File: src/rtl/spi_uif_pkg.sv
package spi_uif_pkg;
  localparam int BYTE_W     = 8;
  localparam int ADDR_BYTES = 4;
  localparam int LEN_BYTES  = 2;
  localparam int CFG_BYTES  = 2;
  localparam int ADDR_W     = ADDR_BYTES * BYTE_W;
  localparam int LEN_W      = LEN_BYTES * BYTE_W;
  localparam int CFG_W      = CFG_BYTES * BYTE_W;

  localparam logic [7:0] OP_SRST_ON  = 8'h11;
  localparam logic [7:0] OP_SRST_OFF = 8'h10;
  localparam logic [7:0] OP_CFG      = 8'h23;
  localparam logic [7:0] OP_ADDR     = 8'h80;
  localparam logic [7:0] OP_DIR      = 8'h81;
  localparam logic [7:0] OP_WSTREAM  = 8'hB0;
  localparam logic [7:0] OP_RLEN     = 8'h84;
  localparam logic [7:0] OP_RSTREAM  = 8'hA0;
endpackage

File: src/rtl/spi_uif_frontend.sv
module spi_uif_frontend #(
  parameter int SYNC = 2
) (
  input  logic       clk_i,
  input  logic       rst_ni,
  input  logic       sck_i,
  input  logic       mosi_i,
  input  logic [1:0] sel_n_i,
  input  logic [7:0] tx_byte_i,
  output logic       byte_vld_o,
  output logic [7:0] byte_o,
  output logic [2:0] byte_idx_o,
  output logic       data_ph_o,
  output logic       win_act_o,
  output logic       win_mem_o,
  output logic       tx_load_o,
  output logic       miso_o
);
  localparam int NSIG = 4;

  logic [SYNC-1:0][NSIG-1:0] sr_q;
  logic [NSIG-1:0] raw, syn;
  logic sck_q, act_q, mem_q, vld_q;
  logic [2:0] bit_cnt_q, idx_q, idx_rep_q;
  logic [7:0] sh_in_q, byte_q, tx_sh_q;
  logic act, rise, fall, start;

  assign raw = {sck_i, mosi_i, sel_n_i};
  assign syn = sr_q[SYNC-1];

  always_ff @(posedge clk_i or negedge rst_ni)
    if (!rst_ni) sr_q <= '1;
    else         sr_q <= {sr_q[SYNC-2:0], raw};

  // exactly one select low
  assign act   = ^syn[1:0];
  assign start = act && !act_q;
  assign rise  = act && !start && syn[3] && !sck_q;
  assign fall  = act && !start && !syn[3] && sck_q;

  always_ff @(posedge clk_i or negedge rst_ni) begin
    if (!rst_ni) begin
      sck_q <= 1'b1; act_q <= 1'b0; mem_q <= 1'b0; vld_q <= 1'b0;
      bit_cnt_q <= '0; idx_q <= '0; idx_rep_q <= '0;
      sh_in_q <= '0; byte_q <= '0; tx_sh_q <= '0;
    end else begin
      sck_q <= syn[3];
      act_q <= act;
      vld_q <= 1'b0;
      if (start) begin
        mem_q <= !syn[0];
        bit_cnt_q <= '0;
        idx_q <= '0;
        tx_sh_q <= '0;
      end else if (rise) begin
        sh_in_q <= {sh_in_q[6:0], syn[2]};
        bit_cnt_q <= bit_cnt_q + 3'd1;
        if (bit_cnt_q == 3'd7) begin
          vld_q <= 1'b1;
          byte_q <= {sh_in_q[6:0], syn[2]};
          idx_rep_q <= idx_q;
          if (idx_q != 3'd7) idx_q <= idx_q + 3'd1;
        end
      end else if (fall) begin
        if (bit_cnt_q == 3'd0) tx_sh_q <= tx_byte_i;
        else                   tx_sh_q <= {tx_sh_q[6:0], 1'b0};
      end
    end
  end

  assign byte_vld_o = vld_q;
  assign byte_o     = byte_q;
  assign byte_idx_o = idx_rep_q;
  assign data_ph_o  = idx_q != 3'd0;
  assign win_act_o  = act_q;
  assign win_mem_o  = mem_q;
  assign tx_load_o  = fall && (bit_cnt_q == 3'd0);
  assign miso_o     = tx_sh_q[7];


  byte_in_window_chk: assert property (@(posedge clk_i) disable iff (!rst_ni)
    byte_vld_o |-> $past(act));
endmodule

File: src/rtl/spi_uif_prefetch.sv
module spi_uif_prefetch #(
  parameter int DEPTH = 16,
  parameter int W     = 8
) (
  input  logic         clk_i,
  input  logic         rst_ni,
  input  logic         flush_i,
  input  logic         push_i,
  input  logic [W-1:0] din_i,
  input  logic         pop_i,
  output logic [W-1:0] dout_o,
  output logic         empty_o,
  output logic         full_o
);
  localparam int PW = $clog2(DEPTH);

  logic [W-1:0]  mem_q [DEPTH];
  logic [PW-1:0] wp_q, rp_q;
  logic [PW:0]   cnt_q;

  assign empty_o = cnt_q == '0;
  assign full_o  = cnt_q == (PW+1)'(DEPTH);
  assign dout_o  = mem_q[rp_q];

  always_ff @(posedge clk_i or negedge rst_ni) begin
    if (!rst_ni) begin
      wp_q <= '0; rp_q <= '0; cnt_q <= '0;
    end else if (flush_i) begin
      wp_q <= '0; rp_q <= '0; cnt_q <= '0;
    end else begin
      if (push_i) wp_q <= wp_q + 1'b1;
      if (pop_i)  rp_q <= rp_q + 1'b1;
      cnt_q <= cnt_q + (PW+1)'(push_i) - (PW+1)'(pop_i);
    end
  end

  always_ff @(posedge clk_i)
    if (push_i && !flush_i) mem_q[wp_q] <= din_i;


  no_overflow_chk: assert property (@(posedge clk_i) disable iff (!rst_ni)
    push_i |-> !full_o);

  no_underflow_chk: assert property (@(posedge clk_i) disable iff (!rst_ni)
    pop_i |-> !empty_o);
endmodule

File: src/rtl/spi_uif_decoder.sv
module spi_uif_decoder
  import spi_uif_pkg::*;
(
  input  logic              clk_i,
  input  logic              rst_ni,
  input  logic              byte_vld_i,
  input  logic [7:0]        byte_i,
  input  logic [2:0]        byte_idx_i,
  input  logic              data_ph_i,
  input  logic              win_act_i,
  input  logic              win_mem_i,
  input  logic              tx_load_i,
  input  logic              fifo_empty_i,
  input  logic              fifo_full_i,
  output logic              fifo_push_o,
  output logic              fifo_pop_o,
  output logic              fifo_flush_o,
  output logic              mem_req_o,
  output logic              mem_we_o,
  output logic [ADDR_W-1:0] mem_addr_o,
  output logic [7:0]        mem_wdata_o,
  input  logic              mem_ack_i,
  output logic              soft_rst_o,
  output logic [CFG_W-1:0]  cfg_o,
  output logic              underrun_o
);
  logic [7:0]        cmd_q, len_lo_q, wdata_q;
  logic [ADDR_W-1:0] addr_q;
  logic [LEN_W:0]    remain_q;
  logic [CFG_W-1:0]  cfg_q;
  logic dir_rd_q, wr_pend_q, req_q, we_q, soft_q, und_q;
  logic stream_rd, rd_go, rd_start;

  assign stream_rd = win_act_i && win_mem_i && data_ph_i && (cmd_q == OP_RSTREAM);
  assign rd_go     = (remain_q != '0) && !fifo_full_i && !wr_pend_q;
  assign rd_start  = byte_vld_i && win_mem_i && (cmd_q == OP_RLEN)
                     && (byte_idx_i == 3'd2) && dir_rd_q;

  assign fifo_pop_o   = tx_load_i && stream_rd && !fifo_empty_i;
  assign fifo_push_o  = req_q && mem_ack_i && !we_q;
  assign fifo_flush_o = rd_start;

  always_ff @(posedge clk_i or negedge rst_ni) begin
    if (!rst_ni) begin
      cmd_q <= '0; len_lo_q <= '0; wdata_q <= '0; addr_q <= '0; remain_q <= '0;
      cfg_q <= '0; dir_rd_q <= 1'b0; wr_pend_q <= 1'b0; req_q <= 1'b0;
      we_q <= 1'b0; soft_q <= 1'b0; und_q <= 1'b0;
    end else begin
      // memory access sequencer, writes first
      if (!req_q) begin
        if (wr_pend_q) begin
          req_q <= 1'b1; we_q <= 1'b1;
        end else if (rd_go) begin
          req_q <= 1'b1; we_q <= 1'b0;
        end
      end else if (mem_ack_i) begin
        req_q  <= 1'b0;
        addr_q <= addr_q + 1'b1;
        if (we_q) wr_pend_q <= 1'b0;
        else      remain_q  <= remain_q - 1'b1;
      end

      if (tx_load_i && stream_rd && fifo_empty_i) und_q <= 1'b1;

      if (byte_vld_i) begin
        if (byte_idx_i == 3'd0) begin
          cmd_q <= byte_i;
          if (!win_mem_i) begin
            if (byte_i == OP_SRST_ON)  soft_q <= 1'b1;
            if (byte_i == OP_SRST_OFF) soft_q <= 1'b0;
          end
        end else if (win_mem_i) begin
          case (cmd_q)
            OP_ADDR:
              for (int b = 0; b < ADDR_BYTES; b++)
                if (byte_idx_i == 3'(b + 1)) addr_q[8*b +: 8] <= byte_i;
            OP_DIR:
              if (byte_idx_i == 3'd1) dir_rd_q <= byte_i[7];
            OP_WSTREAM:
              if (!dir_rd_q) begin
                wr_pend_q <= 1'b1;
                wdata_q   <= byte_i;
              end
            OP_RLEN: begin
              if (byte_idx_i == 3'd1) len_lo_q <= byte_i;
              if (rd_start) begin
                remain_q <= {1'b0, byte_i, len_lo_q} + 1'b1;
                und_q    <= 1'b0;
              end
            end
            default: ;
          endcase
        end else if (cmd_q == OP_CFG) begin
          for (int b = 0; b < CFG_BYTES; b++)
            if (byte_idx_i == 3'(b + 1)) cfg_q[8*b +: 8] <= byte_i;
        end
      end
    end
  end

  assign mem_req_o   = req_q;
  assign mem_we_o    = we_q;
  assign mem_addr_o  = addr_q;
  assign mem_wdata_o = wdata_q;
  assign soft_rst_o  = soft_q;
  assign cfg_o       = cfg_q;
  assign underrun_o  = und_q;


  req_hold_chk: assert property (@(posedge clk_i) disable iff (!rst_ni)
    mem_req_o && !mem_ack_i |=> mem_req_o && $stable(mem_addr_o) && $stable(mem_we_o)
                                && $stable(mem_wdata_o));

  ack_in_req_chk: assert property (@(posedge clk_i) disable iff (!rst_ni)
    mem_ack_i |-> mem_req_o);

  addr_step_chk: assert property (@(posedge clk_i) disable iff (!rst_ni)
    mem_req_o && mem_ack_i && !byte_vld_i |=> mem_addr_o == $past(mem_addr_o) + 1'b1);

  srst_src_chk: assert property (@(posedge clk_i) disable iff (!rst_ni)
    $rose(soft_rst_o) |-> $past(byte_vld_i && !win_mem_i));

  und_src_chk: assert property (@(posedge clk_i) disable iff (!rst_ni)
    $rose(underrun_o) |-> $past(tx_load_i && fifo_empty_i));
endmodule

File: src/rtl/spi_upload_ctrl.sv
module spi_upload_ctrl
  import spi_uif_pkg::*;
#(
  parameter int SYNC_STAGES = 2,
  parameter int PF_DEPTH    = 16
) (
  input  logic              clk_i,
  input  logic              rst_ni,
  input  logic              spi_sck_i,
  input  logic              spi_mosi_i,
  input  logic [1:0]        spi_sel_n_i,
  output logic              spi_miso_o,
  output logic              mem_req_o,
  output logic              mem_we_o,
  output logic [ADDR_W-1:0] mem_addr_o,
  output logic [7:0]        mem_wdata_o,
  input  logic [7:0]        mem_rdata_i,
  input  logic              mem_ack_i,
  output logic              soft_rst_o,
  output logic [CFG_W-1:0]  cfg_o,
  output logic              underrun_o
);
  logic       byte_vld, data_ph, win_act, win_mem, tx_load;
  logic [7:0] rx_byte, tx_byte, pf_dout;
  logic [2:0] byte_idx;
  logic       pf_push, pf_pop, pf_flush, pf_empty, pf_full;

  assign tx_byte = pf_pop ? pf_dout : 8'h00;

  spi_uif_frontend #(.SYNC(SYNC_STAGES)) fe_i (
    .clk_i, .rst_ni,
    .sck_i(spi_sck_i), .mosi_i(spi_mosi_i), .sel_n_i(spi_sel_n_i),
    .tx_byte_i(tx_byte),
    .byte_vld_o(byte_vld), .byte_o(rx_byte), .byte_idx_o(byte_idx),
    .data_ph_o(data_ph), .win_act_o(win_act), .win_mem_o(win_mem),
    .tx_load_o(tx_load), .miso_o(spi_miso_o)
  );

  spi_uif_prefetch #(.DEPTH(PF_DEPTH), .W(8)) pf_i (
    .clk_i, .rst_ni,
    .flush_i(pf_flush), .push_i(pf_push), .din_i(mem_rdata_i),
    .pop_i(pf_pop), .dout_o(pf_dout), .empty_o(pf_empty), .full_o(pf_full)
  );

  spi_uif_decoder dec_i (
    .clk_i, .rst_ni,
    .byte_vld_i(byte_vld), .byte_i(rx_byte), .byte_idx_i(byte_idx),
    .data_ph_i(data_ph), .win_act_i(win_act), .win_mem_i(win_mem),
    .tx_load_i(tx_load), .fifo_empty_i(pf_empty), .fifo_full_i(pf_full),
    .fifo_push_o(pf_push), .fifo_pop_o(pf_pop), .fifo_flush_o(pf_flush),
    .mem_req_o, .mem_we_o, .mem_addr_o, .mem_wdata_o, .mem_ack_i,
    .soft_rst_o, .cfg_o, .underrun_o
  );
endmodule

File: config.mk
export PLATFORM = sky130hd
export DESIGN_NAME = spi_upload_ctrl
export DESIGN_NICKNAME = d
export VERILOG_FILES = /design/src/rtl/spi_uif_pkg.sv /design/src/rtl/spi_uif_frontend.sv /design/src/rtl/spi_uif_prefetch.sv /design/src/rtl/spi_uif_decoder.sv /design/src/rtl/spi_upload_ctrl.sv
export SDC_FILE = /design/constraint.sdc
export NUM_CORES = 1
export LEC_CHECK = 0
export CAP_MARGIN = 20
export CORE_AREA = 5 5 159 161
export CTS_CLUSTER_DIAMETER = 100
export DETAILED_ROUTE_END_ITERATION = 7
export DIE_AREA = 0 0 164 166
export HOLD_SLACK_MARGIN = 0.15
export PLACE_DENSITY = 0.77
export SYNTH_ARGS = -nofsm -noshare
export SYNTH_HDL_FRONTEND = slang
export SYNTH_SLANG_ARGS = --single-unit
File: constraint.sdc
create_clock -name clk_i -period 3.19 [get_ports clk_i]
set_input_delay 0.638 -clock clk_i [delete_from_list [all_inputs] [get_ports clk_i]]
set_output_delay 0.638 -clock clk_i [all_outputs]
set_load 0.1 [all_outputs]
==> results of run 1 <==
through the flow:
step           hold slack, ns  cell area [µm²]  utilization (%)  cells
3_5_place_dp            0.349            13700             57.5   1326
3_3_place_gp            0.346            13700             57.5   1326
5_1_grt                 0.362            14700             61.8   1379
2_1_floorplan           0.342            12600                -    932
6_report                0.357            14700             61.8   1379
4_1_cts                 0.358            14700             61.8   1379
flip-flops by register name, summed over array words and instances (netlist names), 5 cells and up:
signal	flops
dec_i.mem_wdata_o	8
dec_i.len_lo_q	8
dec_i.cmd_q	8
fe_i.tx_sh_q	8
dec_i.cfg_o	16
fe_i.sh_in_q	7
fe_i.byte_o	8
pf_i.mem_q	128
dec_i.mem_addr_o	32
pf_i.cnt_q	5
dec_i.remain_q	17
timing repair:
action                                  CTS  global route
endpoints found under the setup margin    0             1
resized for setup                         0             1
hold buffers                              1             0
hold endpoints to repair                 54             0
cell type report:
type                            count  area, µm²  share of cell area, %
Clock inverter                     12        198                   1.34
Clock buffer                       40        816                   5.54
Inverter                           29        109                  0.739
Sequential cell                   280       7660                   52.0
Multi-Input combinational cell    579       4620                   31.4
Tap cell                          324        405                   2.75
Timing Repair Buffer              115        915                   6.21
cells by family after synthesis:
group,count (synthesis),share of synthesized area (%)
fa+ha+maj,21,2.15
xor+xnor,67,4.66
mux,114,13.1
buf+inv,73,2.50
simple gates,284,12.5
flops,280,60.9
compound gates,93,4.19
routing by layer:
layer | share of wire, % | GRT usage [%] | up-vias
li1 | - | - | 3612
met1 | 45 | 27.8 | 3944
met2 | 48 | 31.8 | 194
met3 | 5.0 | 3.20 | 44
met4 | 2.1 | 4.78 | 0
met5 | 0 | 0 | -
worst paths after layout:
path                                       end  cells past startpoint
setup reg to reg                 pf_i.cnt_q[4]                     12
min in group asynchronous  dec_i.mem_addr_o[3]                      2
hold / removal                     fe_i.syn[2]                      0
hold reg to reg                    fe_i.syn[2]                      0
setup / recovery                 pf_i.cnt_q[4]                     12
max in group asynchronous           fe_i.sck_q                      3
cells in the final DEF (no fill, tap or decap), drive strengths merged, types with 17 or more instances in the layout:
cell type / instances
a21oi: 44
buf: 101
clkbuf: 40
dfrtp: 143
edfxtp: 128
ha: 20
inv: 27
mux2: 64
mux2i: 18
mux4: 32
nand2: 60
nand3: 22
nand4: 17
nor2: 78
nor3: 32
nor4: 19
o21ai: 31
xnor2: 49
xor2: 18
report_power, final:
group | switching (W) | internal (W)
Sequential | 0.000348 | 0.00417
Combinational | 0.00123 | 0.000646
Clock | 0.00135 | 0.00218
==> flow_summary.json, run 1 <==
{
  "drt_iter0_drc": 486,
  "r2r_slack_ns": 0.23,
  "synth_most_common_cell": "dfrtp_1",
  "dieArea_mm2": 0.0272,
  "synthTopCellsByArea": "edfxtp_1, dfrtp_1, mux4_2, mux2_2, xnor2_1",
  "hold_violations": 0,
  "hold_class": "reg2reg",
  "crit_required_ns": 3.65,
  "crit_start": "fe_i.syn[0]",
  "cts_buffers": 28,
  "wl_um": 26100,
  "p_total_w": 0.00993,
  "fillCellCount": 1819,
  "ys_ff_latch": 280,
  "synth_edf_count": 128,
  "final.min_clock_period_ns": 2.96,
  "cts_tree": "built",
  "num_rows": 57,
  "cts_num_sinks": 280,
  "worst_slack_ns": 0.227,
  "r2r-start": "fe_i.syn[0]",
  "synth_common_cells": "dfrtp_1, edfxtp_1, nor2_1",
  "vias_per_cell": 5.65,
  "cp-start-kind": "flip-flop",
  "grtUsageTotal_pct": 19.5,
  "core_mm2": 0.0238,
  "synthDistinctLibCells": 64,
  "synth_nets": 968,
  "n_antenna_cell": 0,
  "critPathSlowestCell": "dfstp_2",
  "slew_headroom_pct": 41.5,
  "critical_path_class": "reg2reg",
  "drv_cap": 0,
  "ys_warn_count": 0,
  "p_leak_nw": 5.78,
  "synth_top_area_share_pct": 30.5,
  "critPathMaxStageDelay_ns": 0.55,
  "syn_area_mm2": 0.0126,
  "yosys.area.top_type": "edfxtp_1",
  "finalSetupViolCount": 0,
  "tightest_slew_ns": 0.872,
  "fin_crit_sh_pct": 92.9,
  "clock_path_buffers": 3,
  "start_util_pct": 52.8,
  "synth_seq_area_share_pct": 60.9,
  "vdd_drop_max_mv": 0.403,
  "post_cts_buffers": 0,
  "portBuffers": 75,
  "outcome": "finished clean",
  "place_hpwl_um": 17100,
  "htreeDepth": 1,
  "synth_area_per_cell_um2": 13.5,
  "fmaxAchievable_ghz": 0.338,
  "finalSetupTns_ns": 0,
  "pin_count": 76,
  "overflow": 0,
  "pre_cts_slack_ns": 0.118,
  "worst-path-max-fanout": 5,
  "cts_root_buffer": "clkbuf_16",
  "antenna_found_initial": 0,
  "synth-main-ff-cell": "dfrtp_1",
  "synthArstFlopShare_pct": 54.3,
  "clk_pin_slew_ns": 0.06,
  "die_w_um": 164,
  "arrival_ns": 3.42,
  "die_y_um": 166,
  "fin_skew_ns": 0.0127,
  "maxSlewViolCount": 0,
  "grt_max_degree": 64,
  "dr.pass1.iters": 4,
  "clock_latency_ns": 0.54,
  "finalNetCount": 1069,
  "grt_pass1_wl_um": 42800,
  "place.gp.congestion": 0.806,
  "powerDensity_mw_per_mm2": 674,
  "rsz0062_at_grt": "false",
  "syn_inst": 932,
  "crit_buf_inv": 2,
  "hold_start": "fe_i.sr_q[2]",
  "path_cells": "xnor2_1, clkinv_1, nand4_1, nor3_1, ha_1, inv_1, ha_1, fa_1, a21oi_1, nor2_1, or3_1, a21oi_1",
  "drc": 0,
  "vias": 7794,
  "area_growth_pct": 17.0,
  "cp_top_family": "adder cells",
  "drive_gt1_share_pct": 25.0,
  "antenna_left": 0,
  "avgRoutedWirePerCell_um": 18.9,
  "grt_pass1_vias": 7950,
  "endpoint_kind": "flip-flop"
}
Note: power is estimated with default switching activity, not from simulation.
==> run 2, diff against run 1 <==
--- a/config.mk
+++ b/config.mk
@@ -10,6 +10,7 @@
 export CTS_CLUSTER_DIAMETER = 100
 export DETAILED_ROUTE_END_ITERATION = 7
 export DIE_AREA = 0 0 164 166
+export GPL_TIMING_DRIVEN = 1
 export HOLD_SLACK_MARGIN = 0.15
 export PLACE_DENSITY = 0.77
 export SYNTH_ARGS = -nofsm -noshare
==> results of run 2 <==
Final layout, timing and power as in run 1 (identical DEF).
==> run 3, diff against run 2 <==
--- a/config.mk
+++ b/config.mk
@@ -6,13 +6,13 @@
 export NUM_CORES = 1
 export LEC_CHECK = 0
 export CAP_MARGIN = 20
-export CORE_AREA = 5 5 159 161
+export CORE_AREA = 5 5 196 198
 export CTS_CLUSTER_DIAMETER = 100
 export DETAILED_ROUTE_END_ITERATION = 7
-export DIE_AREA = 0 0 164 166
+export DIE_AREA = 0 0 201 203
 export GPL_TIMING_DRIVEN = 1
 export HOLD_SLACK_MARGIN = 0.15
-export PLACE_DENSITY = 0.77
+export PLACE_DENSITY = 0.54
 export SYNTH_ARGS = -nofsm -noshare
 export SYNTH_HDL_FRONTEND = slang
 export SYNTH_SLANG_ARGS = --single-unit
==> run 3 against run 2 <==
Routed wire length up 10%. Critical path depth unchanged. Final cell count rose by 11%. Via count down 2.1%. Final area grew 1.8%. First-iteration DRC count shrank 31%. Die area up 50%.
==> flow_summary.json, run 3 (synthesis results as in run 1) <==
{
  "p_comb_share_pct": 18.9,
  "largest_register_ffs": 128,
  "cts_root_buffer": "clkbuf_16",
  "drive_gt1_share_pct": 25.8,
  "final_common_cell": "dfrtp_1",
  "powerDensity_mw_per_mm2": 671,
  "cts_num_sinks": 280,
  "avgRoutedWirePerCell_um": 18.8,
  "finalSetupTns_ns": 0,
  "dieArea_mm2": 0.0408,
  "cts_buffers": 30,
  "vias": 7634,
  "n_antenna_cell": 0,
  "regArea_mm2": 0.00766,
  "area_growth_pct": 19.2,
  "grt_max_degree": 68,
  "cts_tree": "built",
  "final_cell_mix": "dfrtp_1, edfxtp_1, buf_4",
  "fin_util_pct": 41.2,
  "cp-start-kind": "flip-flop",
  "antenna_left": 0,
  "fmaxAchievable_ghz": 0.348,
  "portBuffers": 75,
  "critPathSlowestCell": "dfstp_2",
  "pin_count": 76,
  "seqPwrFrac_pct": 44.9,
  "final.min_clock_period_ns": 2.87,
  "wl_um": 28800,
  "hold_violations": 0,
  "tightest_slew_ns": 0.930,
  "finalNetCount": 1076,
  "fin_skew_ns": 0.0184,
  "grt_pass1_vias": 7864,
  "drc": 0,
  "multiInputGateArea_mm2": 0.00462,
  "swShare_pct": 30.2,
  "fin_crit_sh_pct": 90.0,
  "vias_per_cell": 4.98,
  "dr.pass1.iters": 4,
  "htreeDepth": 1,
  "clk_pin_slew_ns": 0.06,
  "critPathMaxStageDelay_ns": 0.54,
  "grt_pass1_wl_um": 45500,
  "rsz0062_at_grt": "false",
  "die_w_um": 201,
  "post_cts_buffers": 0,
  "outcome": "finished clean",
  "vdd_drop_max_mv": 0.350,
  "num_rows": 70,
  "maxSlewViolCount": 0,
  "internal-power_w": 0.00702,
  "start_util_pct": 34.6,
  "die_y_um": 203,
  "place.gp.congestion": 0.779,
  "clock_latency_ns": 0.57,
  "fillCellCount": 3329,
  "endpoint_kind": "flip-flop",
  "overflow": 0,
  "drv_cap": 0,
  "slew_headroom_pct": 38.0,
  "worst-path-max-fanout": 5,
  "clockPowerShare_pct": 36.2,
  "hold_class": "reg2reg",
  "p_sw_w": 0.00303,
  "arrival_ns": 3.35,
  "drt_iter0_drc": 336,
  "p_leak_nw": 5.84,
  "place_hpwl_um": 18900,
  "crit_required_ns": 3.67,
  "finalSetupViolCount": 0,
  "antenna_found_initial": 0,
  "clock_path_buffers": 3,
  "critical_path_class": "reg2reg",
  "path_cells": "xnor2_1, inv_2, nand4_1, nor3_1, ha_1, inv_1, ha_1, fa_1, a21oi_1, nor2_1, or3_1, a21oi_1",
  "core_mm2": 0.0363,
  "top_register": "pf_i.mem_q",
  "grtUsageTotal_pct": 13.9
}
## run 3: per-stage QoR
stage	cells	worst slack (ns)	power [W]	area [µm²]	hold WS (ns)
3_5_place_dp	1475	0.0860	0.00650	13900	0.349
4_1_cts	1532	0.179	0.0102	15000	0.357
6_report	1532	0.319	0.0101	15000	0.357
5_1_grt	1532	0.0663	0.0105	15000	0.358
3_3_place_gp	1475	0.0972	0.00648	13900	0.347
2_1_floorplan	932	0.116	0.00593	12600	0.342
## run 3: worst max-delay path: cells and delay by family, from the launching register on
kind / cells / cell delay (ns)
adders and majority gates: 3 / 0.89
DFF: 1 / 0.54
buffers and inverters: 2 / 0.15
AOI/OAI and AO/OA: 2 / 0.30
and+or+nand+nor: 4 / 0.67
xor gates and xnor gates: 1 / 0.22
## run 3: path summary, 6_finish.rpt
kind / from / to / slack, ns / cells past startpoint
min: fe_i.sr_q[1] / fe_i.syn[1] / 0.36 / 0
min in group asynchronous: rst_ni / dec_i.mem_addr_o[3] / 0.67 / 2
max reg2reg: fe_i.syn[0] / pf_i.cnt_q[4] / 0.32 / 12
max: fe_i.syn[0] / pf_i.cnt_q[4] / 0.32 / 12
min reg2reg: fe_i.sr_q[1] / fe_i.syn[1] / 0.36 / 0
max in group asynchronous: rst_ni / fe_i.sck_q / 1.66 / 3
## run 3: routing by layer
| layer | up-vias | wire length, µm | part of all wire (%) | GRT usage (%) |
|---|---|---|---|---|
| met1 | 3839 | 13100 | 46 | 18.8 |
| met2 | 127 | 14200 | 49 | 24.0 |
| met5 | - | 0 | 0 | 0 |
| met3 | 34 | 976 | 3.4 | 1.80 |
| li1 | 3634 | - | - | - |
| met4 | 0 | 497 | 1.7 | 3.15 |
## run 3: final cells by class
type / count / share of cell area (%)
tap: 468 / 3.91
clock inverter: 16 / 1.45
clock buffer: 40 / 5.66
multi-input combinational: 579 / 30.8
inverter: 29 / 0.726
timing repair buffer: 120 / 6.35
sequential: 280 / 51.1
## run 3: power groups by stage
stage	clock network (W)	registers [W]	logic, W
after floorplan	0	0.00503	0.000892
after global placement	0	0.00458	0.00189
after detailed placement	0	0.00458	0.00191
after CTS	0.00374	0.00452	0.00192
after global routing	0.00388	0.00457	0.00207
final	0.00364	0.00452	0.00190
## run 3: what timing repair did
item,in CTS,in global routing
endpoints found under the setup margin,0,1
hold buffers,1,0
gates resized for setup,0,1
endpoints found under the hold margin,64,0
